## src/rtl/mwba_pkg.sv

```systemverilog
package mwba_pkg;

    localparam int OFS_W   = 10;
    localparam int REGIONS = 1 << (OFS_W - 2);
    localparam int DW      = 32;

    typedef enum logic [1:0] {
        NW_HOLE = 2'd0,
        NW_BYTE = 2'd1,
        NW_HALF = 2'd2,
        NW_WORD = 2'd3
    } natw_e;

    typedef enum logic [1:0] {
        SZ_BYTE = 2'd0,
        SZ_HALF = 2'd1,
        SZ_WORD = 2'd2,
        SZ_BAD  = 2'd3
    } asz_e;

    typedef enum logic [2:0] {
        ST_IDLE     = 3'd0,
        ST_XFER     = 3'd1,
        ST_MERGE_WR = 3'd2,
        ST_RESP     = 3'd3
    } st_e;

    typedef struct packed {
        st_e              st;
        logic             we;
        logic             rmw;
        logic             err;
        logic [1:0]       bsz;
        logic [2:0]       sb;
        logic [2:0]       wb;
        logic [1:0]       off;
        logic [2:0]       beats;
        logic [2:0]       idx;
        logic [OFS_W-1:0] base;
        logic [DW-1:0]    wdata;
        logic [DW-1:0]    acc;
    } seq_t;

    // Width code of one 4-byte region in the default layout.
    function automatic logic [1:0] region_code(int r);
        logic [1:0] c;
        if (r < 12)       c = NW_BYTE;
        else if (r < 16)  c = NW_HALF;
        else if (r < 48) begin
            case (r % 3)
                0:       c = NW_WORD;
                1:       c = NW_BYTE;
                default: c = NW_HALF;
            endcase
        end
        else if (r < 64)  c = NW_HOLE;
        else if (r < 96)  c = NW_BYTE;
        else if (r < 128) c = NW_WORD;
        else              c = NW_HOLE;
        return c;
    endfunction

    function automatic logic [2*REGIONS-1:0] default_map();
        logic [2*REGIONS-1:0] m;
        m = '0;
        for (int r = 0; r < REGIONS; r++) begin
            m[2*r +: 2] = region_code(r);
        end
        return m;
    endfunction

    function automatic logic [DW-1:0] lane_mask(logic [2:0] nbytes);
        logic [DW-1:0] m;
        case (nbytes)
            3'd1:    m = DW'(32'h0000_00FF);
            3'd2:    m = DW'(32'h0000_FFFF);
            default: m = '1;
        endcase
        return m;
    endfunction

    // Bit shift of a lane of sb bytes at byte offset off inside a
    // native value of wb bytes, big-endian lane order.
    function automatic logic [5:0] lane_shift(logic [2:0] wb, logic [1:0] off,
                                              logic [2:0] sb);
        return 6'((int'(wb) - int'(off) - int'(sb)) * 8);
    endfunction

    function automatic logic [DW-1:0] pick_lane(logic [DW-1:0] nat, logic [2:0] wb,
                                                logic [1:0] off, logic [2:0] sb);
        return (nat >> lane_shift(wb, off, sb)) & lane_mask(sb);
    endfunction

    function automatic logic [DW-1:0] merge_lane(logic [DW-1:0] nat, logic [2:0] wb,
                                                 logic [1:0] off, logic [2:0] sb,
                                                 logic [DW-1:0] val);
        logic [5:0]    sh;
        logic [DW-1:0] m;
        sh = lane_shift(wb, off, sb);
        m  = lane_mask(sb) << sh;
        return (nat & ~m) | ((val & lane_mask(sb)) << sh);
    endfunction

endpackage

```

## src/rtl/mwba_decode.sv

```systemverilog
module mwba_decode
    import mwba_pkg::*;
#(
    parameter int                   SPACE_LIMIT = 32'h200,
    parameter logic [2*REGIONS-1:0] WIDTH_MAP   = default_map()
) (
    input  logic [OFS_W-1:0] ofs,
    input  logic [1:0]       size,
    output logic             dec_err,
    output logic [1:0]       dec_bsz,
    output logic [2:0]       dec_sb,
    output logic [2:0]       dec_wb,
    output logic [1:0]       dec_off,
    output logic [2:0]       dec_beats,
    output logic [OFS_W-1:0] dec_start
);
    localparam logic [OFS_W:0] LIM = (OFS_W+1)'(SPACE_LIMIT);

    logic [1:0]       code;
    logic [1:0]       amask;
    logic             split;
    logic [OFS_W-1:0] wmask;

    always_comb begin
        code      = WIDTH_MAP[{ofs[OFS_W-1:2], 1'b0} +: 2];
        dec_bsz   = code - 2'd1;
        dec_sb    = 3'd1 << size;
        dec_wb    = (code == NW_HOLE) ? 3'd0 : (3'd1 << dec_bsz);
        amask     = 2'(dec_sb - 3'd1);
        dec_err   = (size == SZ_BAD) || ({1'b0, ofs} >= LIM) ||
                    (code == NW_HOLE) || ((ofs[1:0] & amask) != 2'd0);
        split     = dec_sb > dec_wb;
        dec_beats = split ? (dec_sb >> dec_bsz) : 3'd1;
        wmask     = OFS_W'(dec_wb - 3'd1);
        dec_start = split ? ofs : (ofs & ~wmask);
        dec_off   = ofs[1:0] - dec_start[1:0];
    end
endmodule

```

## src/rtl/mwba_seq.sv

```systemverilog
module mwba_seq
    import mwba_pkg::*;
(
    input  logic             clk,
    input  logic             rst_n,
    input  logic             req_valid,
    input  logic             req_we,
    input  logic [DW-1:0]    req_wdata,
    input  logic             dec_err,
    input  logic [1:0]       dec_bsz,
    input  logic [2:0]       dec_sb,
    input  logic [2:0]       dec_wb,
    input  logic [1:0]       dec_off,
    input  logic [2:0]       dec_beats,
    input  logic [OFS_W-1:0] dec_start,
    output logic             host_idle,
    output logic             done,
    output logic             rsp_err,
    output logic [DW-1:0]    rsp_rdata,
    output logic             be_valid,
    output logic             be_we,
    output logic [1:0]       be_size,
    output logic [OFS_W-1:0] be_addr,
    output logic [DW-1:0]    be_wdata,
    input  logic             be_ready,
    input  logic [DW-1:0]    be_rdata
);
    seq_t          q, d;
    logic [5:0]    slice_sh;
    logic [DW-1:0] nat_rd;
    logic          last_beat;

    always_comb begin
        d         = q;
        host_idle = (q.st == ST_IDLE);
        done      = (q.st == ST_RESP);
        rsp_err   = done && q.err;
        rsp_rdata = (done && !q.err && !q.we) ? q.acc : '0;
        be_valid  = (q.st == ST_XFER) || (q.st == ST_MERGE_WR);
        be_we     = ((q.st == ST_XFER) && q.we && !q.rmw) || (q.st == ST_MERGE_WR);
        be_size   = q.bsz;
        be_addr   = q.base + (OFS_W'(q.idx) << q.bsz);
        slice_sh  = 6'((int'(q.beats) - 1 - int'(q.idx)) * int'(q.wb) * 8);
        be_wdata  = (q.st == ST_MERGE_WR) ? q.acc
                                          : ((q.wdata >> slice_sh) & lane_mask(q.wb));
        nat_rd    = be_rdata & lane_mask(q.wb);
        last_beat = (q.idx == q.beats - 3'd1);

        case (q.st)
            ST_IDLE: begin
                if (req_valid) begin
                    d.we    = req_we;
                    d.err   = dec_err;
                    d.bsz   = dec_bsz;
                    d.sb    = dec_sb;
                    d.wb    = dec_wb;
                    d.off   = dec_off;
                    d.beats = dec_beats;
                    d.idx   = 3'd0;
                    d.base  = dec_start;
                    d.wdata = req_wdata & lane_mask(dec_sb);
                    d.acc   = '0;
                    d.rmw   = req_we && !dec_err && (dec_sb < dec_wb);
                    d.st    = dec_err ? ST_RESP : ST_XFER;
                end
            end
            ST_XFER: begin
                if (be_ready) begin
                    if (!q.we) begin
                        if (q.beats > 3'd1) d.acc = (q.acc << {q.wb, 3'b000}) | nat_rd;
                        else                d.acc = pick_lane(nat_rd, q.wb, q.off, q.sb);
                    end
                    if (q.rmw) begin
                        d.acc = merge_lane(nat_rd, q.wb, q.off, q.sb, q.wdata);
                        d.st  = ST_MERGE_WR;
                    end else if (last_beat) begin
                        d.st = ST_RESP;
                    end else begin
                        d.idx = q.idx + 3'd1;
                    end
                end
            end
            ST_MERGE_WR: begin
                if (be_ready) d.st = ST_RESP;
            end
            default: begin
                d.st = ST_IDLE;
            end
        endcase
    end

    always_ff @(posedge clk) begin
        if (!rst_n) q <= '0;
        else        q <= d;
    end
endmodule

```

## src/rtl/mwba_adapter.sv

```systemverilog
module mwba_adapter
    import mwba_pkg::*;
#(
    parameter int                   HOST_AW     = 16,
    parameter int                   SPACE_LIMIT = 32'h200,
    parameter logic [2*REGIONS-1:0] WIDTH_MAP   = default_map()
) (
    input  logic               clk,
    input  logic               rst_n,
    input  logic               req_valid,
    input  logic               req_we,
    input  logic [1:0]         req_size,
    input  logic [HOST_AW-1:0] req_addr,
    input  logic [DW-1:0]      req_wdata,
    output logic               host_idle,
    output logic               done,
    output logic               rsp_err,
    output logic [DW-1:0]      rsp_rdata,
    output logic               be_valid,
    output logic               be_we,
    output logic [1:0]         be_size,
    output logic [OFS_W-1:0]   be_addr,
    output logic [DW-1:0]      be_wdata,
    input  logic               be_ready,
    input  logic [DW-1:0]      be_rdata
);
    logic             dec_err;
    logic [1:0]       dec_bsz;
    logic [2:0]       dec_sb;
    logic [2:0]       dec_wb;
    logic [1:0]       dec_off;
    logic [2:0]       dec_beats;
    logic [OFS_W-1:0] dec_start;
    logic             unused_addr_hi;

    generate
        if (HOST_AW > OFS_W) begin : g_hi
            assign unused_addr_hi = ^req_addr[HOST_AW-1:OFS_W];
        end else begin : g_nohi
            assign unused_addr_hi = 1'b0;
        end
    endgenerate

    mwba_decode #(
        .SPACE_LIMIT(SPACE_LIMIT),
        .WIDTH_MAP  (WIDTH_MAP)
    ) u_dec (
        .ofs      (req_addr[OFS_W-1:0]),
        .size     (req_size),
        .dec_err  (dec_err),
        .dec_bsz  (dec_bsz),
        .dec_sb   (dec_sb),
        .dec_wb   (dec_wb),
        .dec_off  (dec_off),
        .dec_beats(dec_beats),
        .dec_start(dec_start)
    );

    mwba_seq u_seq (
        .clk      (clk),
        .rst_n    (rst_n),
        .req_valid(req_valid),
        .req_we   (req_we),
        .req_wdata(req_wdata),
        .dec_err  (dec_err),
        .dec_bsz  (dec_bsz),
        .dec_sb   (dec_sb),
        .dec_wb   (dec_wb),
        .dec_off  (dec_off),
        .dec_beats(dec_beats),
        .dec_start(dec_start),
        .host_idle(host_idle),
        .done     (done),
        .rsp_err  (rsp_err),
        .rsp_rdata(rsp_rdata),
        .be_valid (be_valid),
        .be_we    (be_we),
        .be_size  (be_size),
        .be_addr  (be_addr),
        .be_wdata (be_wdata),
        .be_ready (be_ready),
        .be_rdata (be_rdata)
    );
endmodule

```

## config.mk

```make
export PLATFORM = sky130hd
export DESIGN_NAME = mwba_adapter
export DESIGN_NICKNAME = d
export VERILOG_FILES = /design/src/rtl/mwba_pkg.sv /design/src/rtl/mwba_decode.sv /design/src/rtl/mwba_seq.sv /design/src/rtl/mwba_adapter.sv
export SDC_FILE = /design/constraint.sdc
export NUM_CORES = 1
export LEC_CHECK = 0
export BUFFER_PORTS_ARGS = -buffer_cell sky130_fd_sc_hd__buf_4
export CAP_MARGIN = 10
export CELL_PAD_IN_SITES_DETAIL_PLACEMENT = 2
export CELL_PAD_IN_SITES_GLOBAL_PLACEMENT = 2
export CORE_UTILIZATION = 31
export CTS_CLUSTER_DIAMETER = 200
export CTS_CLUSTER_SIZE = 24
export DETAILED_ROUTE_END_ITERATION = 16
export PLACE_DENSITY_LB_ADDON = 0.1
export SYNTH_ARGS = -nofsm -noshare
export SYNTH_HDL_FRONTEND = slang
export SYNTH_SLANG_ARGS = --single-unit
```

## constraint.sdc

```tcl
create_clock -name clk -period 4.8 [get_ports clk]
set_input_delay 0.96 -clock clk [delete_from_list [all_inputs] [get_ports clk]]
set_output_delay 0.96 -clock clk [all_outputs]
set_load 0.005 [all_outputs]
```

==> metrics.txt, run 1 <==
leak pwr=3.917 nW; CP Class=flip-flop to primary output; post-synth design cell area=8093 um^2; worst-path fanout max=10; hold buffers post-CTS=0; pre-CTS setup slack=0.3891 ns; num rows=58; syn avg cell area=7.344 um^2; routed len/inst=23.94 um; PwrDens=527.4 nW/um^2; Clock Tree Root=clkbuf_16; Final setup viols=0; Starting DRT DRC Count=725; largest area contributor in the synthesized netlist=dfxtp_1; hold crit path type=flip-flop to flip-flop; IO Count=168; CP endpoint kind=primary output; most common flop cell mapped by yosys=dfxtp_1; WL final=36960 um; sequential area share after synthesis=23.50%; Final Skew=0.01117 ns; count of input and output buffers=161; Final WS setup=0.1405 ns; Worst Path Arrival=3.70 ns; initial core utilization=31.86%; asr flop ratio synth=0%; share of layout cells above drive strength 1=18.63%; routed vias=8923; vias in the first global route=9126; Final Cycle Share=97.07%; Placed Area=9538 um^2; peak supply drop=0.2230 mV; Post-CTS Setup Repair Bufs=0; fin cells=1544; Worst-path clk slew=0.08 ns; Syn Inst Count=1102; total grt overflow=0; insertion delay to the later sink of the worst-skew pair=0.36 ns; CTS tree=yes; fin nets=1331; most common cell in the netlist=nand2_1; DR DRC count=0; Warnings, synthesis=0; final-report hold violation count=0; Final Wtd Congestion=0.8707; clk sinks=95; die height=163.6 um; synth top area cells=dfxtp_1 24%, nand2_1 7.8%, a21oi_1 6.2%; clk buf depth=2; Least-Margin Pin Slew=0.8658 ns; width of the chip=163.6 um; synthesis-to-finish area growth=21.46%; most used cell, CP=ha_1; pin count of the biggest net entering global routing=66; CTS Buf Count=9; CP Data Required Time=3.84 ns; Slew headroom=42.01%; first-pass GRT wire length=56110 um; CTS resizes=0; setup TNS=0 ns; total of max-cap violations=0; Mapped Nets=1225; critical path cell sequence=inv_1 -> ha_1 -> fa_1 -> nor2b_1 -> ha_1 -> xnor2_1 -> a21oi_1 -> nor3_4 -> nand2_1 -> o21ai_0 -> buf_4; fill cell count=3005; Via density=5.779; Final ANT Viol Nets=0; status=finished clean; Synth top area share=23.50%; Yosys cell types=68; Tot GR Track Use=27.78%; Pins Over Slew Limit=0; RSZ-0062 raised after global routing=false; CP startpoint kind=flip-flop; Worst path max stage delay=0.62 ns; # H-tree levels=3; synthesized flop and latch total=95; core area=25400 um^2; Pwr Total=0.005184 W; Finished Cell Area=9829 um^2; Post-synth top cells=169 x nand2_1, 100 x a21oi_1, 95 x dfxtp_1, 89 x o21ai_0, 55 x clkbuf_1; Critical-path top delay cell=fa_1; FMAX=0.2146 GHz; min Tclk post-route=4.659 ns; Die Area=26760 um^2; DP HPWL=28040 um; drt pass-1 iters=5; dpl cells=1527; initial antenna violation count=1; number of synthesized flops with an enable pin=0
[power by group]
group / switching (W) / leakage (nW) / internal, W / total (W)
clock network: 0.000387 / 0.136 / 0.000365 / 0.000753
logic: 0.00196 / 3.00 / 0.00112 / 0.00308
registers: 0.000372 / 0.777 / 0.000979 / 0.00135
[sequential cells by signal (all words and copies together) (netlist names)]
signal,flops
u_seq.be_size,2
u_seq.q,93
[critical path: cells and delay by family, from the launching register on]
family	cells	cell delay, ns
adders and majority gates	3	1.12
and+or+nand+nor	3	0.88
AOI/OAI and AO/OA	2	0.51
DFF	1	0.38
buffers and inverters	2	0.24
xor gates and xnor gates	1	0.20
[metal layers]
metal,GRT usage (%),part of all wire (%),up-vias
li1,-,-,4177
met1,41.16,51,4480
met2,42.89,43,243
met3,2.666,4.6,23
met4,6.187,1.4,0
met5,0,0,-
[per-stage QoR]
stage               hold WS, ns  utilization, %
finish                   0.4938           38.70
global route             0.5228           38.69
CTS                      0.5040           38.69
detailed placement       0.4880           37.55
global placement         0.4707           37.55
floorplan                0.4478               -
[placed cells by master, fill, tap and decap left out, drive strengths merged, types with 3 or more instances in the layout]
cell type / n
a211o: 8
a211oi: 10
a21boi: 37
a21o: 7
a21oi: 101
a221o: 8
a221oi: 9
a22o: 8
a22oi: 40
a311o: 7
a31oi: 3
a32o: 16
a32oi: 9
and2: 38
and3: 11
buf: 183
clkbuf: 9
dfxtp: 95
fa: 4
ha: 32
inv: 33
mux2: 7
mux2i: 38
nand2: 169
nand2b: 8
nand3: 33
nand4: 4
nor2: 53
nor2b: 43
nor3: 7
nor3b: 3
o2111ai: 6
o211ai: 14
o21ai: 92
o22ai: 9
o31ai: 3
or2: 4
or3: 6
xnor2: 15
xor2: 10
[worst paths after layout]
path | to | cells past startpoint | slack, ns | startpoint
worst max register to register | u_seq.q[4]$_SDFFE_PN0P_ | 10 | 1.00 | u_seq.q[85]$_SDFFE_PN0P_
worst max-delay path | be_wdata[23] | 11 | 0.14 | u_seq.q[78]$_SDFFE_PN0P_
worst min-delay path | u_seq.q[64]$_SDFFE_PN0P_ | 2 | 0.49 | u_seq.q[64]$_SDFFE_PN0P_
worst min register to register | u_seq.q[64]$_SDFFE_PN0P_ | 2 | 0.49 | u_seq.q[64]$_SDFFE_PN0P_
[cells by family after synthesis]
family | Yosys count | share of synthesized area, %
xor gates and xnor gates | 25 | 2.984
DFF | 95 | 23.50
buffers and inverters | 117 | 6.169
AOI/OAI and AO/OA | 399 | 32.81
adders and majority gates | 36 | 5.937
and+or+nand+nor | 385 | 22.88
muxes | 45 | 5.720
[final cells by class]
| type | instances | area (um^2) | area share, % |
|---|---|---|---|
| multi-input cells | 890 | 5728 | 58.27 |
| clock inverters | 7 | 63.81 | 0.6492 |
| flip-flops and latches | 95 | 1902 | 19.35 |
| inverters | 29 | 108.9 | 1.107 |
| clock buffers | 9 | 225.2 | 2.291 |
| repair buffers | 183 | 1386 | 14.10 |
| well taps | 330 | 412.9 | 4.201 |
| diodes | 1 | 2.502 | 0.02546 |
(Power assumes the default switching activity.)
==> run 2: changes to the inputs <==
==> constraint.sdc (replaced) <==
create_clock -name clk -period 5.1 [get_ports clk]
set_input_delay 1.53 -clock clk [delete_from_list [all_inputs] [get_ports clk]]
set_output_delay 1.53 -clock clk [all_outputs]
set_load 0.005 [all_outputs]
==> metrics.txt, run 2 (same netlist as run 1, synthesis figures left out) <==
status=finished clean (unchanged); setup TNS=0 ns (unchanged); clk buf depth=2 (unchanged); count of input and output buffers=161 (unchanged); Final Wtd Congestion=0.8762 (was 0.8707); Final Cycle Share=94.39%; drt pass-1 iters=5 (unchanged); worst reg2reg path depth=9 (was 10); DP HPWL=28100 um (was 28040 um); Final Core Density=38.97% (was 38.70%); min Tclk post-route=4.814 ns; die height=163.6 um (unchanged); worst-path fanout max=8 (was 10); first-pass GRT wire length=56230 um (was 56110 um); Final Skew=0.01421 ns (was 0.01117 ns); final-report hold violation count=0 (unchanged); Largest register FFs=93 (unchanged); routed vias=9001 (was 8923); Clock Tree Root=clkbuf_16 (unchanged); Via density=5.818 (was 5.779); num rows=58 (unchanged); Pins Over Slew Limit=0 (unchanged); Die Area=26760 um^2 (unchanged); Most flops, register=u_seq.q (unchanged); most used cell, CP=ha_1 (unchanged); CP Data Required Time=3.57 ns (was 3.84 ns); critical path cell sequence=inv_1 -> ha_1 -> fa_1 -> nor2b_1 -> ha_1 -> xnor2_1 -> a21oi_1 -> nor3_4 -> and3b_2 -> a22o_1 -> buf_4 (was inv_1 -> ha_1 -> fa_1 -> nor2b_1 -> ha_1 -> xnor2_1 -> a21oi_1 -> nor3_4 -> nand2_1 -> o21ai_0 -> buf_4); Slew headroom=41.30% (was 42.01%); Worst path max stage delay=0.58 ns (was 0.62 ns); CTS Buf Count=9 (unchanged); synthesis-to-finish area growth=22.29% (was 21.46%); clk sinks=95 (unchanged); total grt overflow=0 (unchanged); Starting DRT DRC Count=724 (was 725); core area=25400 um^2 (unchanged); IO Count=168 (unchanged); Worst-path clk slew=0.07 ns (was 0.08 ns); leak pwr=3.963 nW (was 3.917 nW); total of max-cap violations=0 (unchanged); initial core utilization=31.86% (unchanged); Worst Path Arrival=3.28 ns (was 3.70 ns); crit path launch=u_seq.q[77]$_SDFFE_PN0P_ (was u_seq.q[78]$_SDFFE_PN0P_); vias in the first global route=9235 (was 9126); PwrDens=507.4 nW/um^2 (was 527.4 nW/um^2); hold crit path type=flip-flop to flip-flop (unchanged); Hold Slack=0.4926 ns (was 0.4938 ns); width of the chip=163.6 um (unchanged); CP endpoint kind=primary output (unchanged); peak supply drop=0.1927 mV (was 0.2230 mV); RSZ-0062 raised after global routing=false (unchanged); Post-CTS Setup Repair Bufs=0 (unchanged); CP Class=flip-flop to primary output (unchanged); Least-Margin Pin Slew=0.8795 ns (was 0.8658 ns); Critical-path top delay cell=fa_1 (unchanged); commonest non-fill, non-tap cells in the layout=186 x buf_4, 167 x nand2_1, 99 x a21oi_1 (was 182 x buf_4, 168 x nand2_1, 99 x a21oi_1); CP startpoint kind=flip-flop (unchanged); critical path endpoint=be_wdata[25] (was be_wdata[23]); DR DRC count=0 (unchanged); Tot GR Track Use=27.79% (was 27.78%); Worst R2R End=u_seq.q[4]$_SDFFE_PN0P_ (unchanged); pin count of the biggest net entering global routing=73 (was 66); initial antenna violation count=0 (was 1); FF-to-FF Start=u_seq.q[82]$_SDFFE_PN0P_ (was u_seq.q[85]$_SDFFE_PN0P_); Final setup viols=0 (unchanged); insertion delay to the later sink of the worst-skew pair=0.36 ns (about the same); Final ANT Viol Nets=0 (unchanged); fin nets=1334 (was 1331); internal reg-to-reg setup slack=1.08 ns (was 1.00 ns); WL final=36950 um (was 36960 um); CTS tree=yes (unchanged); share of layout cells above drive strength 1=19.00% (was 18.63%); commonest non-fill, non-tap cell in the layout=buf_4 (unchanged); # H-tree levels=3 (unchanged); FMAX=0.2077 GHz; routed len/inst=23.89 um (was 23.94 um)
[run 2: where the power goes]
group / switching (W) / internal (W)
Sequential: 0.000342 / 0.000922
Clock: 0.000342 / 0.000483
Combinational: 0.00186 / 0.00107
Total: 0.00255 / 0.00247
[run 2: metal layers]
metal / global-route usage [%] / wire length [um] / share of wire (%) / up-vias
met5: 0 / 0 / 0 / -
met1: 41.25 / 18510 / 50 / 4545
met2: 42.32 / 16140 / 44 / 236
li1: - / - / - / 4192
met4: 6.734 / 595 / 1.6 / 0
met3: 2.971 / 1708 / 4.6 / 28
[run 2: layout make-up]
class / instances / area (um^2)
well taps: 330 / 412.9
clock buffers: 9 / 225.2
inverters: 29 / 108.9
multi-input cells: 890 / 5732
fillers: 3018 / 15500
flip-flops and latches: 95 / 1902
repair buffers: 186 / 1396
clock inverters: 7 / 117.6
diodes: 1 / 2.502
[run 2: worst max-delay path: cells and delay by family (launching register included)]
kind,cells,cell delay [ns]
AND/OR/NAND/NOR,3,0.77
buffers and inverters,2,0.17
flip-flops,1,0.36
XOR/XNOR,1,0.21
AO/OA/AOI/OAI,2,0.30
adder cells (fa/ha/maj),3,1.10
[run 2: how the worst min path moves through the flow]
| stage | cells past startpoint | slack [ns] | from | to |
|---|---|---|---|---|
| global route | 2 | 0.53 | u_seq.q[73]$_SDFFE_PN0P_ | u_seq.q[73]$_SDFFE_PN0P_ |
| global placement | 2 | 0.48 | u_seq.q[73]$_SDFFE_PN0P_ | u_seq.q[73]$_SDFFE_PN0P_ |
| floorplan | 2 | 0.45 | u_seq.q[64]$_SDFFE_PN0P_ | u_seq.q[64]$_SDFFE_PN0P_ |
| CTS | 2 | 0.50 | u_seq.q[73]$_SDFFE_PN0P_ | u_seq.q[73]$_SDFFE_PN0P_ |
| finish | 2 | 0.49 | u_seq.q[73]$_SDFFE_PN0P_ | u_seq.q[73]$_SDFFE_PN0P_ |
| detailed placement | 2 | 0.48 | u_seq.q[73]$_SDFFE_PN0P_ | u_seq.q[73]$_SDFFE_PN0P_ |
[run 2: metrics by stage]
stage	worst slack [ns]	total power, W	instance area [um^2]	cells
floorplan	0.7864	0.002998	8093	1102
global placement	0.4317	0.004075	9548	1530
detailed placement	0.2633	0.004148	9548	1530
CTS	0.1474	0.005013	9891	1546
global route	0.05568	0.005339	9894	1546
finish	0.2861	0.005022	9897	1547
[run 2: timing repair]
action	in CTS	in global routing
endpoints found under the hold margin	0	0
gates resized for setup	0	4
hold buffers	0	0
setup endpoints to repair	0	7
==> run 3: changes to the inputs <==
--- a/config.mk
+++ b/config.mk
@@ -5,14 +5,15 @@
 export SDC_FILE = /design/constraint.sdc
 export NUM_CORES = 1
 export LEC_CHECK = 0
-export BUFFER_PORTS_ARGS = -buffer_cell sky130_fd_sc_hd__buf_4
 export CAP_MARGIN = 10
 export CELL_PAD_IN_SITES_DETAIL_PLACEMENT = 2
 export CELL_PAD_IN_SITES_GLOBAL_PLACEMENT = 2
-export CORE_UTILIZATION = 31
+export CORE_ASPECT_RATIO = 0.5
+export CORE_UTILIZATION = 32
 export CTS_CLUSTER_DIAMETER = 200
 export CTS_CLUSTER_SIZE = 24
 export DETAILED_ROUTE_END_ITERATION = 16
+export DONT_BUFFER_PORTS = 1
 export PLACE_DENSITY_LB_ADDON = 0.1
 export SYNTH_ARGS = -nofsm -noshare
 export SYNTH_HDL_FRONTEND = slang
==> constraint.sdc (replaced) <==
create_clock -name clk -period 6.1 [get_ports clk]
set_input_delay 1.83 -clock clk [delete_from_list [all_inputs] [get_ports clk]]
set_output_delay 1.83 -clock clk [all_outputs]
set_load 0.005 [all_outputs]
==> metrics.txt, run 3 (same netlist as run 1, synthesis figures left out) <==
combinational cell fraction of total power=56.1% (was 58.4%); Slew headroom=40.70% (was 41.30%); synthesis-to-finish area growth=6.339% (was 22.29%); die height=114.5 um (was 163.6 um); WL final=37880 um (was 36950 um); setup TNS=0 ns (unchanged); Final setup viols=0 (unchanged); Die Area=25970 um^2 (was 26760 um^2); CTS resizes=0 (unchanged); Starting DRT DRC Count=742 (was 724); Worst R2R End=u_seq.q[26]$_SDFFE_PN0P_ (was u_seq.q[4]$_SDFFE_PN0P_); Via density=6.221 (was 5.818); status=finished clean (unchanged); pin count of the biggest net entering global routing=99 (was 73); share of layout cells above drive strength 1=5.910% (was 19.00%); met3 Track Usage GR=7.673% (was 2.971%); Placed Area=8294 um^2 (was 9548 um^2); Net Sw Power=0.002126 W (was 0.002548 W); insertion delay to the later sink of the worst-skew pair=0.39 ns (was 0.36 ns); most crowded layer after global routing=met2 (unchanged); IO Count=168 (unchanged); Clock Tree Root=clkbuf_16 (unchanged); Critical-path top delay cell=fa_1 (unchanged); worst reg2reg path depth=13 (was 9); fin cells=1385 (was 1547); peak supply drop=0.1592 mV (was 0.1927 mV); Hold Crit Depth=2 (unchanged); critical path cell sequence=inv_1 -> ha_1 -> fa_1 -> nor2b_1 -> ha_1 -> buf_4 -> nor2b_1 -> nand2_1 -> o21ai_0 -> a32o_1 (was inv_1 -> ha_1 -> fa_1 -> nor2b_1 -> ha_1 -> xnor2_1 -> a21oi_1 -> nor3_4 -> and3b_2 -> a22o_1 -> buf_4); register share of total power=28.0% (was 25.2%); CP Data Required Time=4.27 ns (was 3.57 ns); PwrDens=459.1 nW/um^2 (was 507.4 nW/um^2); CTS Buf Count=9 (unchanged); met1 usage in global routing=40.44% (was 41.25%); clk sinks=95 (unchanged); Least-Margin Pin Slew=0.8854 ns (was 0.8795 ns); hold endpoint=u_seq.q[64]$_SDFFE_PN0P_ (was u_seq.q[73]$_SDFFE_PN0P_); fill cell count=2911 (was 3018); count of input and output buffers=0 (was 161); commonest non-fill, non-tap cell in the layout=nand2_1 (was buf_4); final-report hold violation count=0 (unchanged); core area=24420 um^2 (was 25400 um^2); hold wc startpoint=u_seq.q[64]$_SDFFE_PN0P_ (was u_seq.q[73]$_SDFFE_PN0P_); Tot GR Track Use=29.34% (was 27.79%); CTS tree=yes (unchanged); hold crit path type=flip-flop to flip-flop (unchanged); Finished Cell Area=8606 um^2 (was 9897 um^2); initial core utilization=33.14% (was 31.86%); Int Pwr=0.001824 W (was 0.002474 W); Clock Power Share=15.9% (was 16.4%); Post-CTS Setup Repair Bufs=0 (unchanged); FMAX=0.1943 GHz; Most flops, register=u_seq.q (unchanged); CP Class=flip-flop to primary output (unchanged); Worst-path clk slew=0.07 ns (about the same); met2 Use GR=45.34% (was 42.32%); CP endpoint kind=primary output (unchanged); width of the chip=226.9 um (was 163.6 um); vias in the first global route=8624 (was 9235); DR DRC count=0 (unchanged); Final ANT Viol Nets=0 (unchanged); routed vias=8616 (was 9001); hold buffers post-CTS=0 (unchanged); worst-path fanout max=26 (was 8); Sw Share=53.82% (was 50.73%); Worst Path Arrival=3.32 ns (was 3.28 ns); clk buf depth=2 (unchanged); internal reg-to-reg setup slack=1.78 ns (was 1.08 ns); dpl cells=1368 (was 1530); num rows=40 (was 58); RSZ-0062 raised after global routing=false (unchanged); # H-tree levels=3 (unchanged); min Tclk post-route=5.146 ns; Largest register FFs=93 (unchanged); fin nets=1167 (was 1334); CP startpoint kind=flip-flop (unchanged); Pwr Total=0.003951 W (was 0.005022 W); ant diodes=0 (was 1); Final Skew=0.01024 ns (was 0.01421 ns); initial antenna violation count=1 (was 0); DP HPWL=28720 um (was 28100 um); Final Cycle Share=84.36%; total grt overflow=0 (unchanged); routed len/inst=27.35 um (was 23.89 um); first-pass GRT wire length=55690 um (was 56230 um); FF-to-FF Start=u_seq.q[82]$_SDFFE_PN0P_ (unchanged); Final Wtd Congestion=0.8835 (was 0.8762); drt pass-1 iters=5 (unchanged); Worst path max stage delay=0.57 ns (was 0.58 ns); Pins Over Slew Limit=0 (unchanged); commonest non-fill, non-tap cells in the layout=168 x nand2_1, 99 x a21oi_1, 95 x dfxtp_1 (was 186 x buf_4, 167 x nand2_1, 99 x a21oi_1); leak pwr=3.092 nW (was 3.963 nW); total of max-cap violations=0 (unchanged)
[run 3: cell types whose count changed in the layout (fill, tap and decap cells not counted), moves of 2 or more]
cell and change:
o21ai_1 -2, inv_8 +2, buf_4 -168, o21ai_0 +2
bufinv_16 -2
[run 3: layout make-up]
| class | count | area, um^2 | share of cell area, % |
|---|---|---|---|
| inverters | 29 | 108.9 | 1.265 |
| well taps | 336 | 420.4 | 4.885 |
| repair buffers | 19 | 142.6 | 1.657 |
| multi-input cells | 890 | 5728 | 66.56 |
| clock buffers | 9 | 225.2 | 2.617 |
| clock inverters | 7 | 78.83 | 0.9160 |
| flip-flops and latches | 95 | 1902 | 22.10 |
[run 3: power groups by stage]
stage	clock network (W)	logic [W]	registers, W
4_1_cts	0.000643	0.00219	0.00108
5_1_grt	0.000664	0.00242	0.00110
3_3_place_gp	0	0.00210	0.00109
3_5_place_dp	0	0.00218	0.00110
6_report	0.000629	0.00222	0.00110
2_1_floorplan	0	0.00161	0.000895
[run 3: per-layer routing]
metal,routed length (um),part of all wire [%],vias to the layer above
met5,0,0,-
met4,670,1.8,0
met3,2765,7.3,38
met2,16780,44,290
met1,17670,47,4437
li1,-,-,3851
[run 3: how the worst max path moves through the flow]
stage | to | startpoint | slack [ns]
detailed placement | u_seq.q[70]$_SDFFE_PN0P_ | req_addr[3] | 0.86
global placement | u_seq.q[67]$_SDFFE_PN0P_ | req_addr[3] | 0.99
finish | be_wdata[10] | u_seq.q[77]$_SDFFE_PN0P_ | 0.95
CTS | be_wdata[15] | u_seq.q[77]$_SDFFE_PN0P_ | 0.90
global route | be_wdata[8] | u_seq.q[77]$_SDFFE_PN0P_ | 0.71
floorplan | u_seq.q[72]$_SDFFE_PN0P_ | req_addr[5] | 1.49
[run 3: critical path, delay by kind of cell, from the launching register on]
family                   cells  cell delay (ns)
adder cells (fa/ha/maj)      3             1.19
AND/OR/NAND/NOR              3             0.67
flip-flops                   1             0.38
AO/OA/AOI/OAI                2             0.36
buffers and inverters        2             0.32
[run 3: metrics by stage]
step	hold slack (ns)	util, %	setup WS [ns]
after floorplan	0.4478	-	1.486
after global placement	0.4702	33.96	0.9924
after detailed placement	0.4884	33.96	0.8635
after CTS	0.4972	35.20	0.8992
after global routing	0.5240	35.24	0.7059
final	0.4916	35.24	0.9539
